--- config.mk ---
export PLATFORM = sky130hd
export DESIGN_NAME = dp_alu
export DESIGN_NICKNAME = d
export VERILOG_FILES = /design/src/rtl/dp_alu_pkg.sv /design/src/rtl/dp_cond_check.sv /design/src/rtl/dp_logic_unit.sv /design/src/rtl/dp_adder.sv /design/src/rtl/dp_alu.sv
export SDC_FILE = /design/constraint.sdc
export NUM_CORES = 1
export LEC_CHECK = 0
export BUFFER_PORTS_ARGS = -buffer_cell sky130_fd_sc_hd__buf_4
export CORE_ASPECT_RATIO = 0.8
export CORE_UTILIZATION = 55
export DETAILED_ROUTE_END_ITERATION = 7
export HOLD_SLACK_MARGIN = 0.12
export PLACE_DENSITY = 0.85
export SYNTH_ARGS = -nofsm -noshare
export SYNTH_HDL_FRONTEND = slang
export SYNTH_HIERARCHICAL = 1
export SYNTH_SLANG_ARGS = --single-unit
--- constraint.sdc ---
create_clock -name clk -period 5.4 [get_ports clk]
set_input_delay 1.35 -clock clk [delete_from_list [all_inputs] [get_ports clk]]
set_output_delay 1.35 -clock clk [all_outputs]
set_load 0.02 [all_outputs]
--- src/rtl/dp_alu_pkg.sv ---
// Package: shared encodings for the data-processing ALU.
// Assumes the flag bus order {N,Z,C,V}, most significant first.
package dp_alu_pkg;

    typedef enum logic [3:0] {
        OP_AND = 4'b0000, OP_EOR = 4'b0001, OP_SUB = 4'b0010, OP_RSB = 4'b0011,
        OP_ADD = 4'b0100, OP_ADC = 4'b0101, OP_SBC = 4'b0110, OP_RSC = 4'b0111,
        OP_TST = 4'b1000, OP_TEQ = 4'b1001, OP_CMP = 4'b1010, OP_CMN = 4'b1011,
        OP_ORR = 4'b1100, OP_MOV = 4'b1101, OP_BIC = 4'b1110, OP_MVN = 4'b1111
    } opcode_e;

    typedef enum logic [3:0] {
        CC_EQ = 4'b0000, CC_NE = 4'b0001, CC_CS = 4'b0010, CC_CC = 4'b0011,
        CC_MI = 4'b0100, CC_PL = 4'b0101, CC_VS = 4'b0110, CC_VC = 4'b0111,
        CC_HI = 4'b1000, CC_LS = 4'b1001, CC_GE = 4'b1010, CC_LT = 4'b1011,
        CC_GT = 4'b1100, CC_LE = 4'b1101, CC_AL = 4'b1110, CC_NV = 4'b1111
    } cond_e;

    typedef struct packed {
        logic n;
        logic z;
        logic c;
        logic v;
    } flags_t;

    // True for operations whose result goes through the adder.
    function automatic logic op_is_arith(opcode_e op);
        return (op inside {OP_SUB, OP_RSB, OP_ADD, OP_ADC, OP_SBC, OP_RSC,
                           OP_CMP, OP_CMN});
    endfunction

    // True for operations that only produce flags.
    function automatic logic op_is_test(opcode_e op);
        return (op inside {OP_TST, OP_TEQ, OP_CMP, OP_CMN});
    endfunction

endpackage

--- src/rtl/dp_cond_check.sv ---
// Condition evaluator: decides from the condition field and the current
// flags whether the operation takes effect. Purely combinational.
// Assumes the code 1111 means "never".
module dp_cond_check
    import dp_alu_pkg::*;
(
    input  cond_e  cond_i,
    input  flags_t flags_i,
    output logic   pass_o
);

    logic n_eq_v;

    // Signed-compare helper shared by GE/LT/GT/LE.
    always_comb n_eq_v = (flags_i.n == flags_i.v);

    // Decode the condition field against the flags.
    always_comb begin
        unique case (cond_i)
            CC_EQ: pass_o = flags_i.z;
            CC_NE: pass_o = !flags_i.z;
            CC_CS: pass_o = flags_i.c;
            CC_CC: pass_o = !flags_i.c;
            CC_MI: pass_o = flags_i.n;
            CC_PL: pass_o = !flags_i.n;
            CC_VS: pass_o = flags_i.v;
            CC_VC: pass_o = !flags_i.v;
            CC_HI: pass_o = flags_i.c && !flags_i.z;
            CC_LS: pass_o = !flags_i.c || flags_i.z;
            CC_GE: pass_o = n_eq_v;
            CC_LT: pass_o = !n_eq_v;
            CC_GT: pass_o = !flags_i.z && n_eq_v;
            CC_LE: pass_o = flags_i.z || !n_eq_v;
            CC_AL: pass_o = 1'b1;
            default: pass_o = 1'b0;
        endcase
    end

endmodule

--- src/rtl/dp_logic_unit.sv ---
// Bitwise unit: computes the logical operations, including TST/TEQ.
// Arithmetic codes give zero here; the top selects the adder for them.
module dp_logic_unit
    import dp_alu_pkg::*;
#(
    parameter int WIDTH = 32
) (
    input  opcode_e          op_i,
    input  logic [WIDTH-1:0] a_i,
    input  logic [WIDTH-1:0] b_i,
    output logic [WIDTH-1:0] res_o
);

    // Select the bitwise function named by the operation code.
    always_comb begin
        unique case (op_i)
            OP_AND, OP_TST: res_o = a_i & b_i;
            OP_EOR, OP_TEQ: res_o = a_i ^ b_i;
            OP_ORR:         res_o = a_i | b_i;
            OP_MOV:         res_o = b_i;
            OP_BIC:         res_o = a_i & ~b_i;
            OP_MVN:         res_o = ~b_i;
            default:        res_o = '0;
        endcase
    end

endmodule

--- src/rtl/dp_adder.sv ---
// Adder path: maps every arithmetic code onto one a + b + cin sum.
// Subtraction uses the inverted subtrahend with a carry in, so the carry
// out is the inverted borrow. Non-arithmetic codes produce don't-care sums.
module dp_adder
    import dp_alu_pkg::*;
#(
    parameter int WIDTH = 32
) (
    input  opcode_e          op_i,
    input  logic [WIDTH-1:0] rn_i,
    input  logic [WIDTH-1:0] op2_i,
    input  logic             c_in_i,
    output logic [WIDTH-1:0] sum_o,
    output logic             c_out_o,
    output logic             v_out_o
);

    localparam int EXT = WIDTH + 1;

    logic [WIDTH-1:0] opa, opb;
    logic             cin;
    logic [EXT-1:0]   total;

    // Pick the adder operands and the carry in for each operation.
    always_comb begin
        opa = rn_i;
        opb = op2_i;
        cin = 1'b0;
        unique case (op_i)
            OP_SUB, OP_CMP: begin opb = ~op2_i; cin = 1'b1;   end
            OP_RSB:         begin opa = op2_i; opb = ~rn_i; cin = 1'b1; end
            OP_ADC:         begin cin = c_in_i;                end
            OP_SBC:         begin opb = ~op2_i; cin = c_in_i; end
            OP_RSC:         begin opa = op2_i; opb = ~rn_i; cin = c_in_i; end
            default:        begin cin = 1'b0;                  end
        endcase
    end

    // One carry-propagate sum with an extra bit for the carry out.
    always_comb total = {1'b0, opa} + {1'b0, opb} + {{WIDTH{1'b0}}, cin};

    // Split the sum and derive signed overflow from the operand signs.
    always_comb begin
        sum_o   = total[WIDTH-1:0];
        c_out_o = total[WIDTH];
        v_out_o = (opa[WIDTH-1] == opb[WIDTH-1]) && (sum_o[WIDTH-1] != opa[WIDTH-1]);
    end

endmodule

--- src/rtl/dp_alu.sv ---
// Data-processing ALU top: combines the logic unit, the adder and the
// condition evaluator, builds the next flags and registers all outputs
// in the execute-stage register. Synchronous active-low reset.
// Assumes op2_i and shift_c_i come from the shifter in the same cycle.
module dp_alu
    import dp_alu_pkg::*;
#(
    parameter int WIDTH = 32
) (
    input  logic             clk,
    input  logic             rst_n,
    input  logic [WIDTH-1:0] rn_i,
    input  logic [WIDTH-1:0] op2_i,
    input  logic             shift_c_i,
    input  logic [3:0]       opcode_i,
    input  logic             set_flags_i,
    input  logic [3:0]       cond_i,
    input  logic [3:0]       flags_i,
    output logic [WIDTH-1:0] result_o,
    output logic             wr_en_o,
    output logic [3:0]       flags_o
);

    opcode_e          op;
    flags_t           cur_f, nxt_f;
    logic             pass, arith, test_only;
    logic [WIDTH-1:0] logic_res, add_res, res_d;
    logic             add_c, add_v;

    // Cast the raw ports onto the shared types.
    always_comb begin
        op    = opcode_e'(opcode_i);
        cur_f = flags_t'(flags_i);
    end

    dp_cond_check u_cond (
        .cond_i  (cond_e'(cond_i)),
        .flags_i (cur_f),
        .pass_o  (pass)
    );

    dp_logic_unit #(.WIDTH(WIDTH)) u_logic (
        .op_i  (op),
        .a_i   (rn_i),
        .b_i   (op2_i),
        .res_o (logic_res)
    );

    dp_adder #(.WIDTH(WIDTH)) u_add (
        .op_i    (op),
        .rn_i    (rn_i),
        .op2_i   (op2_i),
        .c_in_i  (cur_f.c),
        .sum_o   (add_res),
        .c_out_o (add_c),
        .v_out_o (add_v)
    );

    // Classify the operation and pick the result source.
    always_comb begin
        arith     = op_is_arith(op);
        test_only = op_is_test(op);
        res_d     = arith ? add_res : logic_res;
    end

    // Build the next flags; hold them on a failed condition or clear S.
    always_comb begin
        nxt_f = cur_f;
        if (pass && set_flags_i) begin
            nxt_f.n = res_d[WIDTH-1];
            nxt_f.z = (res_d == '0);
            nxt_f.c = arith ? add_c : shift_c_i;
            nxt_f.v = arith ? add_v : cur_f.v;
        end
    end

    // Execute-stage register for result, write enable and flags.
    always_ff @(posedge clk) begin
        if (!rst_n) begin
            result_o <= '0;
            wr_en_o  <= 1'b0;
            flags_o  <= '0;
        end else begin
            result_o <= res_d;
            wr_en_o  <= pass && !test_only;
            flags_o  <= nxt_f;
        end
    end

endmodule

==> metrics, run 1 <==
via count roughly 7700; fin util 0.658; status finished clean; main combinational cell family by area after synthesis compound AO/OA/AOI/OAI gates; Yosys reg bits 37; largest net degree at the start of global routing 43; setup TNS 0 ns; minimum clock period 5.01 ns; final setup violating endpoints 0; drt wl/cell between 15 and 20 um; Crit Path Category in2reg; total grt overflow 0; NumNets Final approximately 1200; IO Pins 117; Layout Area Growth over Synthesis 15.4%; Initial Util 0.570; Critical Path Start opcode_i[0]; row count 36; fin crit share 0.928; Worst Setup End Kind register; crit-path max FO 21; DR vias/cell 6.50; Num CTS Buffers 5; Post-DP HPWL 17.2 mm; Slew headroom 0.242; share of post-route cells with drive strength above 1 0.254; Post-synth EDFFs 0; clk slew on worst S/H paths 0.06 ns; RSZ-0062 raised after global routing false; Resized cells post-CTS 0; Mapped Cells 931; total core area 12300 um2; Pleak 3.54 nW; gpl congestion 1.04; Yosys top cell by area ha_1; Routed WL between 20 and 25 mm; antenna violations before repair 0; WP data arrival ~5.2 ns; Peak VDD IR 207 uV; PwrDens 218 nW/um2; max cap viols 0; # diodes 0; fin area 8120 um2; Post-CTS Setup Bufs 0; adder-cell area share of the yosys netlist 0.118; Post-synth top flop dfxtp_1; clock root cell clkbuf_16; CTS tree built; crit path to flags_o[2]; H-tree levels 2; Tot Pwr 1.77 mW; Netlist cell types 76; Yosys top cell area share 0.112; Post-Syn Area 7040 um2; Synth async-reset ratio 0; register area share after synthesis 0.105; PortBufs 116; die height about 100 um; f_max 0.199 GHz; Mapped Nets 1076; GRT Overall Usage 0.341; Max Transition Viols Final 0; post-synthesis xor/xnor area fraction 0.0384; DRT iter0 DRCs about 1000; Clock Path Buffers 2; YS warnings 6; HP Class in2reg; Pre-Repair DR Iteration Count 5; first-pass GRT wire length 35.7 mm; Clock Sinks 37; die area around 13000 um2; Avg Inst Size Synth 7.56 um2; Post-CTS Hold Fix Bufs 0; drt drc 0; Die Wd 128 um; CP Launch Type primary input; Worst-Margin Slew between 1 and 1.5 ns; Hold Fails Final Rpt 0; Synth Area in Compound Gates 0.349; Area contributors post-synth ha_1 11%, dfxtp_1 11%, nand2_1 7.0%, o221ai_2 6.4%, a22oi_2 5.3%; dpl cell area just under 8000 um2; Post-Synth Simple-Gate Area 0.199; post-synthesis mux area share 0.102; vias in the first global route between 6000 and 7000; DRT antenna net count 0; CP Data Required Time 5.62 ns
flip-flops by register name, indices dropped and copies added (netlist names):
register	flops
result_o	32
flags_o	4
wr_en_o	1
layer usage:
layer  vias to the layer above  track usage  part of all wire
li1                       3560            -                 -
met1                      3587        0.490              0.44
met2                       459        0.521              0.42
met3                        56       0.0473              0.11
met4                         0        0.118             0.027
met5                         -            0                 0
critical path: stages:
cell and delay [ns]:
buf_4 0.20, nor2b_1 0.23, nand2_2 0.15, nand2_1 0.14, buf_4 0.27, nand2_1 0.08
o21ai_0 0.07, o21ai_0 0.11, ha_1 0.39, a21oi_1 0.21, o211ai_1 0.20, nand3_1 0.13
nand4_1 0.17, or4_1 0.52, and4_1 0.22, nor4_1 0.28, o2111ai_1 0.18, o22ai_1 0.17
a32o_1 0.14
kinds of logic (layout without fill, tap and decap cells):
group | after synthesis | in the layout
AOI/OAI and AO/OA | 311 | 311
and+or+nand+nor | 283 | 283
buffers and inverters | 138 | 215
muxes | 67 | 67
adders and majority gates | 65 | 65
DFF | 37 | 37
xor gates and xnor gates | 30 | 30
cell usage after synthesis (27+ instances only):
library cell	n
mux2_2	32
a21oi_1	70
nor2_1	27
dfxtp_1	37
o221ai_2	30
mux2i_1	34
a22oi_2	30
clkbuf_1	31
o21ai_0	75
nand2_1	132
nand2b_1	34
ha_1	63
o22a_1	31
inv_1	72
power breakdown:
group	total, mW	switching, mW	internal (mW)
clock	0.370	0.106	0.263
combinational	1.07	0.659	0.414
sequential	0.325	0.0110	0.314
metrics by stage:
step / setup slack, ns / hold WS, ns / cells
after floorplan: 0.437 / 1.44 / 931
after global placement: 0.352 / 1.62 / 1171
after detailed placement: 0.219 / 1.62 / 1171
after CTS: 0.490 / 1.33 / 1179
after global routing: 0.139 / 1.35 / 1179
final: 0.387 / 1.33 / 1179
area by class of cell:
class	instances	area (um2)
clock buffer	5	125
clock inverter	3	65.1
fill	1062	4220
inverter	73	274
multi-input combinational	756	5690
sequential	37	741
tap	171	214
timing repair buffer	134	1020
worst min-delay path by stage:
stage | startpoint | end | depth (start not counted)
6_report | rst_n | wr_en_o | 3
5_1_grt | rst_n | wr_en_o | 3
4_1_cts | rst_n | wr_en_o | 3
3_5_place_dp | rst_n | wr_en_o | 3
3_3_place_gp | rst_n | wr_en_o | 3
2_1_floorplan | opcode_i[3] | wr_en_o | 1
placed cells by master (no fill, tap or decap), types with 14 or more instances in the layout:
cell      instances
ha_1             63
mux2_2           32
o21ai_0          75
dfxtp_1          37
mux2i_1          34
xnor2_1          17
o221ai_2         30
nand2b_1         34
nor4_1           16
nand2_1         130
a21oi_1          70
inv_1            72
nor2_1           26
a21o_1           14
o22a_1           31
nand4_1          17
buf_4           133
a22oi_2          30
No activity file was read; power rests on OpenSTA's default activity.
==> run 2, diff against run 1 <==
--- a/config.mk
+++ b/config.mk
@@ -10,7 +10,7 @@
 export CORE_UTILIZATION = 55
 export DETAILED_ROUTE_END_ITERATION = 7
 export HOLD_SLACK_MARGIN = 0.12
-export PLACE_DENSITY = 0.85
+export PLACE_DENSITY = 0.77
 export SYNTH_ARGS = -nofsm -noshare
 export SYNTH_HDL_FRONTEND = slang
 export SYNTH_HIERARCHICAL = 1
==> run 2 against run 1 <==
  * Clock power is 27% lower
  * Die area unchanged
  * Fmax up 1.9%
  * Non-clock buffer count grew 2
  * Via count is 2.6% lower
  * Critical path depth shrank 1
  * Wire length is 0.96% lower
  * Core utilization fell by 0.091 points
  * Clock-buffer cell count up 1
  * Critical path type unchanged
  * Highest routed layer unchanged
==> metrics, run 2 (synthesized netlist as in run 1, its figures left out) <==
crit-path cells buf_4 > nor2b_1 > nand2_2 > nand2_1 > nand2_1 > o21ai_0 > o21ai_0 > fa_1 > a21oi_1 > o211ai_1 > a32o_1 > a21oi_1 > o21ai_0 > xor2_1 > nor4_1 > o2111ai_1 > o22ai_1 > a32o_1 (was buf_4 > nor2b_1 > nand2_2 > nand2_1 > buf_4 > nand2_1 > o21ai_0 > o21ai_0 > ha_1 > a21oi_1 > o211ai_1 > nand3_1 > nand4_1 > or4_1 > and4_1 > nor4_1 > o2111ai_1 > o22ai_1 > a32o_1); Post-Place Cells 1173 (was 1171); internal cell power 0.901 mW (was 0.991 mW); max cap viols 0 (unchanged); Tot Pwr 1.68 mW (was 1.77 mW); fin area 8110 um2 (was 8120 um2); Initial Util 0.570 (unchanged); Max Transition Viols Final 0 (unchanged); Combinational Power Share 0.646 (was 0.607); vias in the first global route 6526 (was 6957); Post-DP HPWL 17.5 mm (was 17.2 mm); Pre-Repair DR Iteration Count 8 (was 5); drt drc 0 (unchanged); DRT antenna net count 0 (unchanged); Routed WL 22.3 mm (was 22.5 mm); share of post-route cells with drive strength above 1 0.254 (about the same); Post-CTS Hold Fix Bufs 0 (unchanged); die height 103 um (unchanged); clock share of power 0.161 (was 0.209); final worst slack 0.482 ns (was 0.387 ns); gpl congestion 1.01 (was 1.04); Sequential Power Share 0.193 (was 0.184); Die Wd 128 um (unchanged); CP Buf/Inv Count 1 (was 2); largest reg by FF count result_o (unchanged); first-pass GRT wire length 34.4 mm (was 35.7 mm); Layout Area Growth over Synthesis 15.2% (was 15.4%); NumNets Final 1154 (was 1152); Slew headroom 0.276 (was 0.242); via count 7460 (was 7662); commonest non-fill, non-tap cell in the layout buf_4 (unchanged); Filler cells 1131 (was 1062); WP data arrival 5.14 ns (was 5.24 ns); Pleak 3.53 nW (was 3.54 nW); f_max 0.203 GHz (was 0.199 GHz); setup TNS 0 ns (unchanged); Peak VDD IR 165 uV (was 207 uV); Post-Layout Cell Count 1181 (was 1179); biggest regs result_o (32), flags_o (4), wr_en_o (1) (unchanged); Resized cells post-CTS 0 (unchanged); fin crit share 0.911 (was 0.928); Clock Sinks 37 (unchanged); fin util 0.657 (was 0.658); drt wl/cell 18.9 um (was 19.1 um); HP Class in2reg (unchanged); RSZ-0062 raised after global routing false (unchanged); most used cell, CP o21ai_0; die area 13300 um2 (unchanged); sw frac 0.463 (was 0.439); dpl cell area 7970 um2 (was 7930 um2); DRT iter0 DRCs 693 (was 1039); CP Data Required Time 5.62 ns (about the same); Crit Path Category in2reg (unchanged); Clock Path Buffers 2 (unchanged); crit-path max FO 9 (was 21); Post-CTS Setup Bufs 0 (unchanged); CP Launch Type primary input (unchanged); Worst Setup End Kind register (unchanged); Hold Fails Final Rpt 0 (unchanged); PortBufs 116 (unchanged); max reg flops 32 (unchanged); minimum clock period 4.92 ns (was 5.01 ns); Num CTS Buffers 5 (unchanged); DR vias/cell 6.32 (was 6.50); largest net degree at the start of global routing 41 (was 43); IO Pins 117 (unchanged); Place WS 0.310 ns (was 0.219 ns); switching power 0.777 mW (about the same); final setup violating endpoints 0 (unchanged); clock root cell clkbuf_16 (unchanged); H-tree levels 2 (unchanged); GRT Overall Usage 0.332 (was 0.341); PwrDens 207 nW/um2 (was 218 nW/um2); Worst path top cell family by delay compound AO/OA/AOI/OAI gates (was simple AND/OR/NAND/NOR gates); commonest cells after routing, fill and taps aside 133 x buf_4, 130 x nand2_1, 75 x o21ai_0, 72 x inv_1, 70 x a21oi_1 (unchanged); status finished clean (unchanged); CTS tree built (unchanged); Hold Slack 1.34 ns (was 1.33 ns); Crit-path slowest cell fa_1 (was or4_1); # diodes 0 (unchanged); antenna violations before repair 0 (unchanged); Worst-Margin Slew 1.09 ns (was 1.13 ns); slowest cell delay on critical path 0.47 ns (was 0.52 ns); total grt overflow 0 (unchanged); total core area 12300 um2 (unchanged); clk slew on worst S/H paths 0.05 ns (was 0.06 ns); row count 36 (unchanged)
-- run 2: cell count changes in the layout (fill, tap and decap cells not counted), sizes merged --
cell and change:
buf +2, bufinv -2, clkbuf +1, clkinv +1
-- run 2: final timing paths --
check / end / cells past startpoint / startpoint / slack, ns
hold / removal: wr_en_o / 3 / rst_n / 1.34
setup / recovery: flags_o[2] / 18 / opcode_i[3] / 0.48
-- run 2: power groups by stage --
stage	logic, mW	clock network, mW	registers (mW)
final	1.08	0.270	0.324
after global routing	1.16	0.283	0.329
after CTS	1.05	0.273	0.325
after detailed placement	1.04	0	0.330
after global placement	1.04	0	0.330
after floorplan	0.646	0	0.382
-- run 2: area by class of cell --
type | instances | area (um2) | share of cell area
clock buffers | 6 | 129 | 0.0159
multi-input cells | 756 | 5690 | 0.701
clock inverters | 2 | 10.0 | 0.00123
repair buffers | 136 | 1060 | 0.130
flip-flops and latches | 37 | 741 | 0.0913
well taps | 171 | 214 | 0.0264
inverters | 73 | 274 | 0.0338
-- run 2: per-layer routing --
metal,global-route usage,vias to the layer above,wire (um),part of all wire
li1,-,3570,-,-
met1,0.477,3410,10300,0.46
met2,0.489,434,8790,0.39
met3,0.0813,46,2790,0.13
met4,0.0896,0,436,0.020
met5,0,-,0,0
-- run 2: tightest hold or removal path, cell delays in order --
cell     delay [ns]
buf_4          0.12
nand2_1        0.06
a21oi_1        0.04
==> run 3, diff against run 2 <==
--- a/config.mk
+++ b/config.mk
@@ -10,8 +10,8 @@
 export CORE_UTILIZATION = 55
 export DETAILED_ROUTE_END_ITERATION = 7
 export HOLD_SLACK_MARGIN = 0.12
-export PLACE_DENSITY = 0.77
+export PLACE_DENSITY = 0.78
+export RECOVER_POWER = 50
 export SYNTH_ARGS = -nofsm -noshare
 export SYNTH_HDL_FRONTEND = slang
-export SYNTH_HIERARCHICAL = 1
 export SYNTH_SLANG_ARGS = --single-unit
==> run 3 against run 2 <==
  * Design area decreased by 5.2%
  * Largest cell class unchanged
  * Clock-buffer cell count increased by 1
  * Final cell count is 5.8% higher
  * Synthesized area fell by 9.8%
==> metrics, run 3 <==
status finished clean (unchanged); Post-DP HPWL 17.7 mm (was 17.5 mm); # diodes 0 (unchanged); Num CTS Buffers 5 (unchanged); antenna violations before repair 0 (unchanged); fin util 0.695 (was 0.657); Post-Synth Simple-Gate Area 0.249 (was 0.199); Stages on worst setup path 20 (was 18); CP Buf/Inv Count 3 (was 1); Avg Inst Size Synth 6.46 um2 (was 7.56 um2); Pleak 3.48 nW (was 3.53 nW); clk slew on worst S/H paths 0.05 ns (about the same); Netlist cell types 78 (was 76); gpl congestion 0.988 (was 1.01); Initial Util 0.574 (was 0.570); row count 34 (was 36); register area share after synthesis 0.117 (was 0.105); Max Transition Viols Final 0 (unchanged); Mapped Nets 1129 (was 1076); Clock Path Buffers 2 (unchanged); total core area 11100 um2 (was 12300 um2); IO Pins 117 (unchanged); DRT antenna net count 0 (unchanged); Critical Path Start opcode_i[0] (was opcode_i[3]); DR vias/cell 6.25 (was 6.32); Yosys top cell by area ha_1 (unchanged); Layout Area Growth over Synthesis 21.1% (was 15.2%); Yosys reg bits 37 (unchanged); Post-Syn Area 6350 um2 (was 7040 um2); drt drc 0 (unchanged); Peak VDD IR 122 uV (was 165 uV); Synth async-reset ratio 0 (unchanged); DRT iter0 DRCs 848 (was 693); Post-synth EDFFs 0 (unchanged); PwrDens 216 nW/um2 (was 207 nW/um2); f_max 0.195 GHz (was 0.203 GHz); Place WS -0.0529 ns (was 0.310 ns); Synth Area in Compound Gates 0.355 (was 0.349); commonest cells after routing, fill and taps aside 147 x o21ai_0, 142 x buf_4, 112 x nand2_1, 89 x a21oi_1, 79 x inv_1 (was 133 x buf_4, 130 x nand2_1, 75 x o21ai_0, 72 x inv_1, 70 x a21oi_1); Clock Sinks 37 (unchanged); NumNets Final 1249 (was 1154); die area 12000 um2 (was 13300 um2); setup TNS 0 ns (unchanged); total grt overflow 0 (unchanged); minimum clock period 5.12 ns (was 4.92 ns); crit-path max FO 11 (was 9); via count 7807 (was 7460); Crit Path Category in2reg (unchanged); commonest non-fill, non-tap cell in the layout o21ai_0 (was buf_4); Area contributors post-synth ha_1 12%, dfxtp_1 12%, o21ai_0 12%, a21oi_1 7.1%, nand2_1 6.6% (was ha_1 11%, dfxtp_1 11%, nand2_1 7.0%, o221ai_2 6.4%, a22oi_2 5.3%); WP data arrival 5.33 ns (was 5.14 ns); CP Launch Type primary input (unchanged); max cap viols 0 (unchanged); die height 98.1 um (was 103 um); biggest regs result_o (32), flags_o (4), wr_en_o (1) (unchanged); Post-synth top flop dfxtp_1 (unchanged); max reg flops 32 (unchanged); slowest cell delay on critical path 0.46 ns (was 0.47 ns); RSZ-0062 raised after global routing false (unchanged); most frequent cells after synthesis 147 x o21ai_0, 112 x nand2_1, 90 x a21oi_1, 79 x inv_1, 73 x nor2_1 (was 132 x nand2_1, 75 x o21ai_0, 72 x inv_1, 70 x a21oi_1, 63 x ha_1); crit-path cells buf_4 > inv_1 > nand2_1 > o21ai_2 > nor2_1 > a211oi_2 > fa_2 > inv_1 > fa_1 > a21o_1 > a221o_1 > a21o_4 > o22ai_2 > xor2_1 > o21ai_1 > nor4b_2 > nand4_1 > nor4_4 > nand4b_1 > o21ai_1 (was buf_4 > nor2b_1 > nand2_2 > nand2_1 > nand2_1 > o21ai_0 > o21ai_0 > fa_1 > a21oi_1 > o211ai_1 > a32o_1 > a21oi_1 > o21ai_0 > xor2_1 > nor4_1 > o2111ai_1 > o22ai_1 > a32o_1); drt wl/cell 18.6 um (was 18.9 um); Die Wd 122 um (was 128 um); H-tree levels 2 (unchanged); first-pass GRT wire length 36.3 mm (was 34.4 mm); Hold Crit Depth 3 (unchanged); Tot Pwr 1.66 mW (was 1.68 mW); CTS tree built (unchanged); largest reg by FF count result_o (unchanged); CP Data Required Time 5.61 ns (was 5.62 ns); share of post-route cells with drive strength above 1 0.162 (was 0.254); Yosys top cell area share 0.124 (was 0.112); Worst-Margin Slew 0.851 ns (was 1.09 ns); Mapped Cells 984 (was 931); vias in the first global route 6879 (was 6526); HP Class in2reg (unchanged); YS warnings 0 (was 6); final worst slack 0.275 ns (was 0.482 ns); post-synthesis xor/xnor area fraction 0.0441 (was 0.0384); clock root cell clkbuf_16 (unchanged); final setup violating endpoints 0 (unchanged); largest net degree at the start of global routing 46 (was 41); Routed WL 23.2 mm (was 22.3 mm); PortBufs 116 (unchanged); Worst Setup End Kind register (unchanged); GRT Overall Usage 0.383 (was 0.332); Crit-path slowest cell fa_1 (unchanged); Slew headroom 0.432 (was 0.276); post-synthesis mux area share 0.0162 (was 0.102); Hold Fails Final Rpt 0 (unchanged); main combinational cell family by area after synthesis compound AO/OA/AOI/OAI gates (unchanged); Pre-Repair DR Iteration Count 8 (unchanged); Worst path top cell family by delay compound AO/OA/AOI/OAI gates (unchanged); adder-cell area share of the yosys netlist 0.130 (was 0.118); cell with the most instances after synthesis o21ai_0 (was nand2_1); fin crit share 0.949 (was 0.911); Hold Startpoint flags_i[2] (was rst_n)
## run 3: cell types whose count changed in the layout (fill, tap and decap cells not counted), moves of 15 or more
cell and change:
o22a_1 -30, nor2_1 +46, a22oi_2 -30, o22ai_1 +16, mux2_2 -30, clkbuf_1 +36, o21ai_0 +72, a21oi_1 +19
o221ai_2 -30, nor4_1 -15, nand2b_1 -23, mux2i_1 -26, nand2_1 -18
## run 3: cells by family (layout without fill, tap and decap cells)
kind of cell / after synthesis / after routing
xor gates and xnor gates: 32 / 32
DFF: 37 / 37
and+or+nand+nor: 320 / 320
adders and majority gates: 65 / 65
AOI/OAI and AO/OA: 374 / 374
muxes: 10 / 10
buffers and inverters: 146 / 267
## run 3: worst min-delay path, stage by stage
cell     delay, ns
buf_4         0.11
nand3_1       0.07
o21ai_1       0.07
## run 3: path summary, 6_finish.rpt
check	to
worst min-delay path	flags_o[2]
worst max-delay path	flags_o[2]
## run 3: timing repair
action                     in CTS  in global routing
buffers inserted                0                  3
resized for setup               0                  5
hold buffers                    0                  0
setup endpoints to repair       0                  1
## run 3: metrics by stage
stage	std cells	cell area, um2	hold slack, ns
after floorplan	984	6370	1.47
after global placement	1238	7620	1.63
after detailed placement	1238	7620	1.63
after CTS	1246	7770	1.35
after global routing	1249	7690	1.36
final	1249	7690	1.35
## run 3: power breakdown
part           switching [mW]  internal (mW)  leakage (nW)
registers              0.0103          0.314         0.307
clock network          0.0973          0.195        0.0799
logic                   0.621          0.421          3.09
## run 3: layout make-up
cell class / instances / area, um2
fill: 1040 / 3370
tap: 144 / 180
multi-input combinational: 801 / 5090
clock buffer: 7 / 153
timing repair buffer: 180 / 1220
clock inverter: 1 / 5.00
sequential: 37 / 741
inverter: 79 / 297
## run 3: routing by layer
layer | part of all wire | track usage | vias to the layer above | routed length, um
met3 | 0.13 | 0.102 | 46 | 3080
met4 | 0.022 | 0.105 | 0 | 521
met5 | 0 | 0 | - | 0
met1 | 0.43 | 0.536 | 3513 | 9980
li1 | - | - | 3785 | -
met2 | 0.42 | 0.573 | 463 | 9660
